===== src/rtl/spi_cs_seq_pkg.sv =====
package spi_cs_seq_pkg;

    typedef enum logic [2:0] {
        ST_IDLE   = 3'd0,
        ST_SETUP  = 3'd1,
        ST_ACTIVE = 3'd2,
        ST_HOLD   = 3'd3,
        ST_GAP    = 3'd4,
        ST_PAUSE  = 3'd5
    } seq_state_e;

    function automatic logic cs_phase(input seq_state_e st);
        return (st == ST_SETUP) || (st == ST_ACTIVE) ||
               (st == ST_HOLD)  || (st == ST_PAUSE);
    endfunction

endpackage


===== src/rtl/spi_cs_field_decode.sv =====
module spi_cs_field_decode #(
    parameter int CFG_W    = 32,
    parameter int NARROW_W = 8,
    parameter int WIDE_W   = 16,
    parameter int GAP_W    = 8
) (
    input  logic              wide_layout,
    input  logic [CFG_W-1:0]  timing_cfg,
    input  logic [GAP_W-1:0]  gap_cfg,
    output logic [WIDE_W-1:0] setup_len,
    output logic [WIDE_W-1:0] hold_len,
    output logic [WIDE_W-1:0] gap_len
);
    localparam int NAR_SETUP_HI = CFG_W - 1;
    localparam int NAR_HOLD_HI  = CFG_W - NARROW_W - 1;
    localparam int WID_SETUP_HI = CFG_W - 1;
    localparam int WID_HOLD_HI  = WIDE_W - 1;

    always_comb begin
        if (wide_layout) begin
            setup_len = timing_cfg[WID_SETUP_HI -: WIDE_W];
            hold_len  = timing_cfg[WID_HOLD_HI  -: WIDE_W];
        end else begin
            setup_len = WIDE_W'(timing_cfg[NAR_SETUP_HI -: NARROW_W]);
            hold_len  = WIDE_W'(timing_cfg[NAR_HOLD_HI  -: NARROW_W]);
        end
        gap_len = WIDE_W'(gap_cfg);
    end
endmodule


===== src/rtl/spi_cs_pad_drive.sv =====
module spi_cs_pad_drive (
    input  logic cs_assert,
    input  logic cs_active_high,
    output logic cs_out
);
    assign cs_out = cs_active_high ? cs_assert : ~cs_assert;
endmodule


===== src/rtl/spi_cs_sequencer.sv =====
module spi_cs_sequencer #(
    parameter int CFG_W    = 32,
    parameter int NARROW_W = 8,
    parameter int WIDE_W   = 16,
    parameter int GAP_W    = 8
) (
    input  logic             clk,
    input  logic             rst_n,
    input  logic             soft_rst,
    input  logic             wide_layout,
    input  logic [CFG_W-1:0] timing_cfg,
    input  logic [GAP_W-1:0] gap_cfg,
    input  logic             cs_active_high,
    input  logic             pause_mode,
    input  logic             toggle_mode,
    input  logic             xfer_start,
    input  logic             byte_done,
    input  logic             last_done,
    output logic             cs_out,
    output logic             sck_en
);
    import spi_cs_seq_pkg::*;

    localparam int CNT_W = WIDE_W;

    typedef struct packed {
        seq_state_e       st;
        logic [CNT_W-1:0] cnt;
        logic             pend;
    } seq_t;

    logic [CNT_W-1:0] setup_len, hold_len, gap_len;
    seq_t             seq_d, seq_q;
    logic             cs_assert;

    spi_cs_field_decode #(
        .CFG_W(CFG_W), .NARROW_W(NARROW_W), .WIDE_W(WIDE_W), .GAP_W(GAP_W)
    ) u_decode (
        .wide_layout(wide_layout),
        .timing_cfg (timing_cfg),
        .gap_cfg    (gap_cfg),
        .setup_len  (setup_len),
        .hold_len   (hold_len),
        .gap_len    (gap_len)
    );

    always_comb begin
        seq_d = seq_q;
        unique case (seq_q.st)
            ST_IDLE: begin
                if (xfer_start) begin
                    seq_d.st  = ST_SETUP;
                    seq_d.cnt = setup_len;
                end
            end
            ST_SETUP: begin
                if (seq_q.cnt == '0) seq_d.st  = ST_ACTIVE;
                else                 seq_d.cnt = seq_q.cnt - 1'b1;
            end
            ST_ACTIVE: begin
                if (last_done) begin
                    if (pause_mode) begin
                        seq_d.st = ST_PAUSE;
                    end else begin
                        seq_d.st  = ST_HOLD;
                        seq_d.cnt = hold_len;
                    end
                end else if (toggle_mode && byte_done) begin
                    seq_d.st   = ST_HOLD;
                    seq_d.cnt  = hold_len;
                    seq_d.pend = 1'b1;
                end
            end
            ST_HOLD: begin
                if (xfer_start) seq_d.pend = 1'b1;
                if (seq_q.cnt == '0) begin
                    seq_d.st  = ST_GAP;
                    seq_d.cnt = gap_len;
                end else begin
                    seq_d.cnt = seq_q.cnt - 1'b1;
                end
            end
            ST_GAP: begin
                if (seq_q.cnt == '0) begin
                    if (seq_q.pend || xfer_start) begin
                        seq_d.st   = ST_SETUP;
                        seq_d.cnt  = setup_len;
                        seq_d.pend = 1'b0;
                    end else begin
                        seq_d.st = ST_IDLE;
                    end
                end else begin
                    seq_d.cnt = seq_q.cnt - 1'b1;
                    if (xfer_start) seq_d.pend = 1'b1;
                end
            end
            ST_PAUSE: begin
                if (!pause_mode)     seq_d.st = ST_IDLE;
                else if (xfer_start) seq_d.st = ST_ACTIVE;
            end
            default: seq_d.st = ST_IDLE;
        endcase
        if (soft_rst) seq_d = '{st: ST_IDLE, cnt: '0, pend: 1'b0};
    end

    always_ff @(posedge clk or negedge rst_n) begin
        if (!rst_n) seq_q <= '{st: ST_IDLE, cnt: '0, pend: 1'b0};
        else        seq_q <= seq_d;
    end

    assign cs_assert = cs_phase(seq_q.st);
    assign sck_en    = (seq_q.st == ST_ACTIVE);

    spi_cs_pad_drive u_pad (
        .cs_assert     (cs_assert),
        .cs_active_high(cs_active_high),
        .cs_out        (cs_out)
    );

    AST_SOFT_RESET_IDLE: assert property (@(posedge clk) disable iff (!rst_n)
        soft_rst |=> (seq_q.st == ST_IDLE) && !sck_en);
    AST_SETUP_NO_EARLY_EXIT: assert property (@(posedge clk) disable iff (!rst_n || soft_rst)
        (seq_q.st == ST_SETUP && seq_q.cnt != '0) |=> (seq_q.st == ST_SETUP));
    AST_HOLD_NO_EARLY_EXIT: assert property (@(posedge clk) disable iff (!rst_n || soft_rst)
        (seq_q.st == ST_HOLD && seq_q.cnt != '0) |=> (seq_q.st == ST_HOLD));
    AST_SCK_NEEDS_CS: assert property (@(posedge clk) disable iff (!rst_n)
        sck_en |-> (cs_out == cs_active_high));
    AST_GAP_CS_RELEASED: assert property (@(posedge clk) disable iff (!rst_n)
        (seq_q.st == ST_GAP) |-> (cs_out != cs_active_high));
    AST_PAUSE_RELEASE: assert property (@(posedge clk) disable iff (!rst_n || soft_rst)
        (seq_q.st == ST_PAUSE && !pause_mode) |=> (seq_q.st == ST_IDLE));
endmodule


===== config.mk =====
export PLATFORM = sky130hd
export DESIGN_NAME = spi_cs_sequencer
export DESIGN_NICKNAME = d
export VERILOG_FILES = /design/src/rtl/spi_cs_seq_pkg.sv /design/src/rtl/spi_cs_field_decode.sv /design/src/rtl/spi_cs_pad_drive.sv /design/src/rtl/spi_cs_sequencer.sv
export SDC_FILE = /design/constraint.sdc
export NUM_CORES = 1
export LEC_CHECK = 0
export BUFFER_PORTS_ARGS = -buffer_cell sky130_fd_sc_hd__buf_2
export CORE_MARGIN = 2
export CORE_UTILIZATION = 35
export DETAILED_ROUTE_END_ITERATION = 16
export GPL_TIMING_DRIVEN = 1
export HOLD_SLACK_MARGIN = 0.03
export PLACE_DENSITY = 0.51
export SYNTH_ARGS = -nofsm -noshare
export SYNTH_HDL_FRONTEND = slang
export SYNTH_HIERARCHICAL = 1
export SYNTH_SLANG_ARGS = --single-unit

===== constraint.sdc =====
create_clock -name clk -period 3.25 [get_ports clk]
set_input_delay 0.65 -clock clk [delete_from_list [all_inputs] [get_ports clk]]
set_output_delay 0.65 -clock clk [all_outputs]
set_load 0.03 [all_outputs]

==> results of run 1 <==
report_power, final:
group | internal [µW] | switching (µW) | leakage (µW)
sequential | 325 | 144 | 0.000265
combinational | 742 | 877 | 0.000838
clock | 165 | 101 | 0.0000357
worst max-delay path, stage by stage, from the launching register on:
cell and delay [ns]:
dfrtp_1 0.43, inv_1 0.10, ha_1 0.22, or4b_1 0.44, or4_4 0.59, o21ai_4 0.27
buf_12 0.19, o221ai_1 0.13, a32o_1 0.26
how the worst max path moves through the flow:
stage               slack (ns)  startpoint   endpoint
floorplan                 0.74    seq_q[1]   seq_q[5]
global placement          0.56    seq_q[1]  seq_q[13]
detailed placement        0.52    seq_q[1]   seq_q[3]
CTS                       0.51    seq_q[1]   seq_q[3]
global route              0.37    seq_q[1]   seq_q[3]
finish                    0.52    seq_q[1]  seq_q[13]
area by class of cell:
class,instances,area share
clock buffers,3,0.0145
clock inverters,1,0.0106
inverters,18,0.0238
multi-input cells,229,0.609
flip-flops and latches,20,0.176
well taps,96,0.0423
repair buffers,62,0.123
per-stage QoR:
step | area [µm²] | utilization | setup WS (ns) | total power, µW
global route | 2840 | 0.413 | 0.372 | 2550
finish | 2840 | 0.413 | 0.518 | 2350
global placement | 2770 | 0.403 | 0.564 | 2090
floorplan | 2550 | - | 0.745 | 1720
CTS | 2840 | 0.413 | 0.511 | 2360
detailed placement | 2770 | 0.403 | 0.520 | 2090
logic make-up after synthesis:
group                      count (synthesis)  synth area share
DFF                                       20             0.198
buffers and inverters                     58             0.128
muxes                                     20            0.0888
xor gates and xnor gates                  16            0.0556
and+or+nand+nor                           83             0.208
AOI/OAI and AO/OA                        101             0.314
other                                      1           0.00149
adders and majority gates                  1           0.00496
layout by cell type (no fill, tap or decap), types with 2 or more instances in the layout:
master     count
a21oi_1       23
nor2b_1        4
a2bb2oi_1      2
clkbuf_8       3
buf_2         51
or4_4          2
or4_1          4
or2_2         18
or3_1          2
a32o_1        16
conb_1         8
xnor2_1       14
o221ai_2      10
o21ai_0       18
xor2_1         2
and2_1        16
nand2_1        5
nor4_1         4
a22oi_1       15
buf_4         10
dfrtp_1       20
nor3_1         6
nand2b_1       5
nor2_1         9
o221ai_1       5
inv_1         18
mux2_2        19
per-layer routing:
layer  share of wire  global-route usage
met4           0.011              0.0565
met2            0.47               0.345
met5               0                   0
met3           0.052              0.0212
met1            0.47               0.282
==> flow_summary.json, run 1 <==
{
  "regArea_um2": 500,
  "cts_resized": 0,
  "dp.cells": 425,
  "yosys_warnings": 6,
  "synthFlopType": "dfrtp_1",
  "hpwl_um": 5570,
  "worst_skew_pair.late_latency_ns": 0.27,
  "rows": 30,
  "core_um2": 6870,
  "max_freq_ghz": 0.366,
  "hold_viol_final": 0,
  "drt_iter0_markers": 114,
  "fin_crit_sh": 0.841,
  "cts_buffers": 3,
  "drive_above_1_share": 0.363,
  "syn_inst": 300,
  "cts_tree": "yes",
  "gp_congestion": 0.793,
  "synth_seq_cells": 20,
  "avgSynthCellArea_um2": 8.41,
  "rr_startpoint": "seq_q[1]",
  "grt_pass1_vias": 2450,
  "rsz0062_at_grt": "no",
  "worst_ir_drop_vdd_mv": 0.483,
  "hold_ws_ns": 0.346,
  "regToRegSetupSlack_ns": 0.52,
  "async_reset_ff_frac": 1.00,
  "largest_reg_flops": 20,
  "p_leak_uw": 0.00114,
  "maxCapViolations": 0,
  "clockBufferDepth": 2,
  "hp-class": "primary input to async pin",
  "initial_core_util": 0.367,
  "drv_slew": 0,
  "period_needed_ns": 2.73,
  "overflow": 0,
  "synth_area_leaders": "dfrtp_1 20%, mux2_2 8.5%, a32o_1 6.3%, o221ai_2 6.0%, buf_4 5.4%",
  "setup_viol": 0,
  "die_width_um": 88.9,
  "yosysSeqAreaShare": 0.198,
  "synth_top_area_cell": "dfrtp_1",
  "syn2layout_area_growth_pct": 12.6,
  "reg2reg_depth": 8,
  "cts.htree.levels": 1,
  "cp.required_ns": 3.42,
  "cp-start-kind": "flip-flop",
  "fin_tns_setup_ns": 0,
  "antenna_found_initial": 0,
  "io_buffers": 51,
  "ant_nets": 0,
  "crit_arrival_ns": 2.90,
  "max_flop_register": "seq_q",
  "crit_fanout": 10,
  "fillers": 716,
  "drc": 0,
  "r2r-end": "seq_q[13]",
  "dieArea_um2": 7900,
  "io_pins": 52,
  "grt_pass1_wl_um": 12500,
  "grt_util_all_layers": 0.206,
  "clock_skew_ns": 0.00680,
  "fin_cells": 429,
  "wire_per_inst_um": 17.6,
  "largest_registers": "seq_q x20",
  "synth_area_um2": 2520,
  "grt_max_degree": 33,
  "vias_per_cell": 5.45,
  "via_count": 2336,
  "end_kind": "flip-flop",
  "cts_sinks": 20,
  "clk_pin_slew_ns": 0.09,
  "ys_top_cells_by_count": "23 x a21oi_1, 20 x dfrtp_1, 19 x mux2_2",
  "synth_top_cell_area_share": 0.198,
  "die-height_um": 88.9,
  "tightest_slew_ns": 0.636,
  "p_per_area_nw_per_um2": 829,
  "routed_wl_um": 7550,
  "synth.most_common_cell": "a21oi_1",
  "dr.pass1.iters": 4,
  "layout.nets": 385,
  "status": "finished, final reports clean",
  "slew-limit-headroom": 0.576,
  "critPathKind": "flip-flop to flip-flop",
  "diodes": 0,
  "cts.hold.buffers_added": 0,
  "yosys.cell_types.count": 52,
  "multiInputGateArea_um2": 1730,
  "cts_root_buffer": "clkbuf_8",
  "postCtsSetupBuffers": 0,
  "synth-edff-count": 0
}
Note: power is estimated with default switching activity, not from simulation.
==> inputs of run 2 (changes only) <==
PLACE_DENSITY = 0.53   (was 0.51)
clock period = 2.24 ns   (was 3.25 ns; I/O delays follow)
==> run 2 against run 1 <==
The run now ends with setup timing left. Core utilization is 5.7 points higher. Critical path depth stayed put. Clock power is 44% higher. Clock-buffer cell count stayed put. Global-route usage is 0.15 points higher. Highest routed layer unchanged.
==> flow_summary.json, run 2 (synthesized netlist as in run 1, its figures left out) <==
{
  "drive_above_1_share": 0.467,
  "hold_viol_final": 0,
  "cp_slowest_stage_delay_ns": 0.45,
  "critPathKind": "flip-flop to flip-flop",
  "endpoint": "seq_q[13]",
  "maxCapViolations": 0,
  "cts_root_buffer": "clkbuf_8",
  "p_leak_uw": 0.00135,
  "largest_reg_flops": 20,
  "die_width_um": 88.9,
  "crit_arrival_ns": 2.50,
  "gp_congestion": 0.863,
  "routed_wl_um": 7690,
  "worstPathCellList": "inv_2, ha_4, or4b_1, or4_4, o21ai_4, buf_6, o221ai_2, a32o_1",
  "rsz0062_at_grt": "yes",
  "clock_skew_ns": 0.00769,
  "grt_util_all_layers": 0.207,
  "cts.hold.buffers_added": 0,
  "cts_buffers": 3,
  "initial_core_util": 0.367,
  "status": "finished with violations",
  "hp-class": "primary input to async pin",
  "rows": 30,
  "setup_ws_ns": -0.0971,
  "regToRegSetupSlack_ns": -0.1,
  "largest_registers": "seq_q x20",
  "io_pins": 52,
  "overflow": 0,
  "max_flop_register": "seq_q",
  "drv_slew": 0,
  "slew-limit-headroom": 0.531,
  "worst_ir_drop_vdd_mv": 0.673,
  "violations": "setup timing",
  "wire_per_inst_um": 16.6,
  "fin_util": 0.471,
  "max_freq_ghz": 0.428,
  "period_needed_ns": 2.34,
  "r2r-end": "seq_q[13]",
  "crit_fanout": 6,
  "grt_max_degree": 26,
  "end_kind": "flip-flop",
  "cts_tree": "yes",
  "drt_iter0_markers": 136,
  "worst_skew_pair.late_latency_ns": 0.27,
  "p_per_area_nw_per_um2": 1220,
  "cts_sinks": 20,
  "dp_slack_ns": -0.178,
  "startpoint": "seq_q[2]",
  "vias_per_cell": 5.37,
  "cp-start-kind": "flip-flop",
  "p_total_uw": 3950,
  "core_um2": 6870,
  "fillers": 695,
  "grt_pass1_wl_um": 12500,
  "cp.required_ns": 2.41,
  "syn2layout_area_growth_pct": 28.2,
  "grt_pass1_vias": 2477,
  "setup_viol": 18,
  "cts.htree.levels": 1,
  "mostFrequentLayoutCell": "buf_2",
  "drc": 0,
  "diodes": 0,
  "clockBufferDepth": 2,
  "dr.pass1.iters": 4,
  "reg2reg_depth": 8,
  "hpwl_um": 5900,
  "fin_crit_sh": 1.04,
  "via_count": 2490,
  "clk_pin_slew_ns": 0.09,
  "ant_nets": 0,
  "layout.cells.most_common_list": "51 x buf_2, 39 x buf_4, 22 x a21oi_1",
  "slowest_stage": "or4_4",
  "die-height_um": 88.9,
  "antenna_found_initial": 0,
  "tightest_slew_ns": 0.700,
  "rr_startpoint": "seq_q[2]",
  "dieArea_um2": 7900,
  "io_buffers": 51,
  "layout.nets": 420
}
-- run 2: cell count changes in the layout (fill, tap and decap cells not counted), moves of 2 or more --
cell and change:
buf_12 +2, buf_4 +29, buf_6 +4, inv_1 -2, inv_2 +2, o221ai_1 -4, o221ai_2 +4, xnor2_1 -2
xnor2_2 +2
-- run 2: worst min path at each step --
stage	slack, ns	cells after the start	end	start
2_1_floorplan	0.15	0	seq_q[0]	rst_n
3_3_place_gp	0.44	1	seq_q[17]	rst_n
3_5_place_dp	0.45	1	seq_q[19]	rst_n
4_1_cts	0.15	1	seq_q[4]	rst_n
5_1_grt	0.16	1	seq_q[7]	rst_n
6_report	0.13	1	seq_q[4]	rst_n
-- run 2: worst max-delay path: cells and delay by family (launching register included) --
kind | cells | cell delay, ns
adder cells (fa/ha/maj) | 1 | 0.14
buffers and inverters | 2 | 0.24
flip-flops | 1 | 0.41
AO/OA/AOI/OAI | 3 | 0.57
AND/OR/NAND/NOR | 2 | 0.87
-- run 2: repair_timing --
| action | in CTS | in global routing |
|---|---|---|
| buffers inserted | 2 | 1 |
| gates resized for setup | 17 | 4 |
| gates cloned | 0 | 0 |
| pin swaps | 13 | 2 |
| endpoints found under the setup margin | 19 | 19 |
-- run 2: layout make-up --
cell class,instances,area (µm²),area share
multi-input combinational,229,1820,0.563
timing repair buffer,97,653,0.202
sequential,20,502,0.155
tap,96,120,0.0371
inverter,18,67.6,0.0209
clock buffer,3,41.3,0.0128
clock inverter,1,30.0,0.00928
-- run 2: where the power goes --
group	total (µW)	switching, µW	internal, µW
clock	383	144	239
sequential	591	117	474
combinational	2980	1520	1460
total	3950	1780	2170
-- run 2: routing by layer --
layer	vias to the layer above	global-route usage	wire length [µm]	share of wire
met5	-	0	0	0
met4	0	0.0606	124	0.016
li1	1236	-	-	-
met2	67	0.341	3580	0.47
met1	1176	0.288	3620	0.47
met3	11	0.0222	370	0.048
-- run 2: through the flow --
step	setup TNS (ns)	hold WS, ns	area [µm²]	std cells
floorplan	-2.04	0.152	2560	307
global placement	-2.22	0.443	3040	457
detailed placement	-2.61	0.447	3040	457
CTS	-1.04	0.150	3210	463
global route	-2.40	0.163	3230	464
finish	-0.943	0.129	3230	464
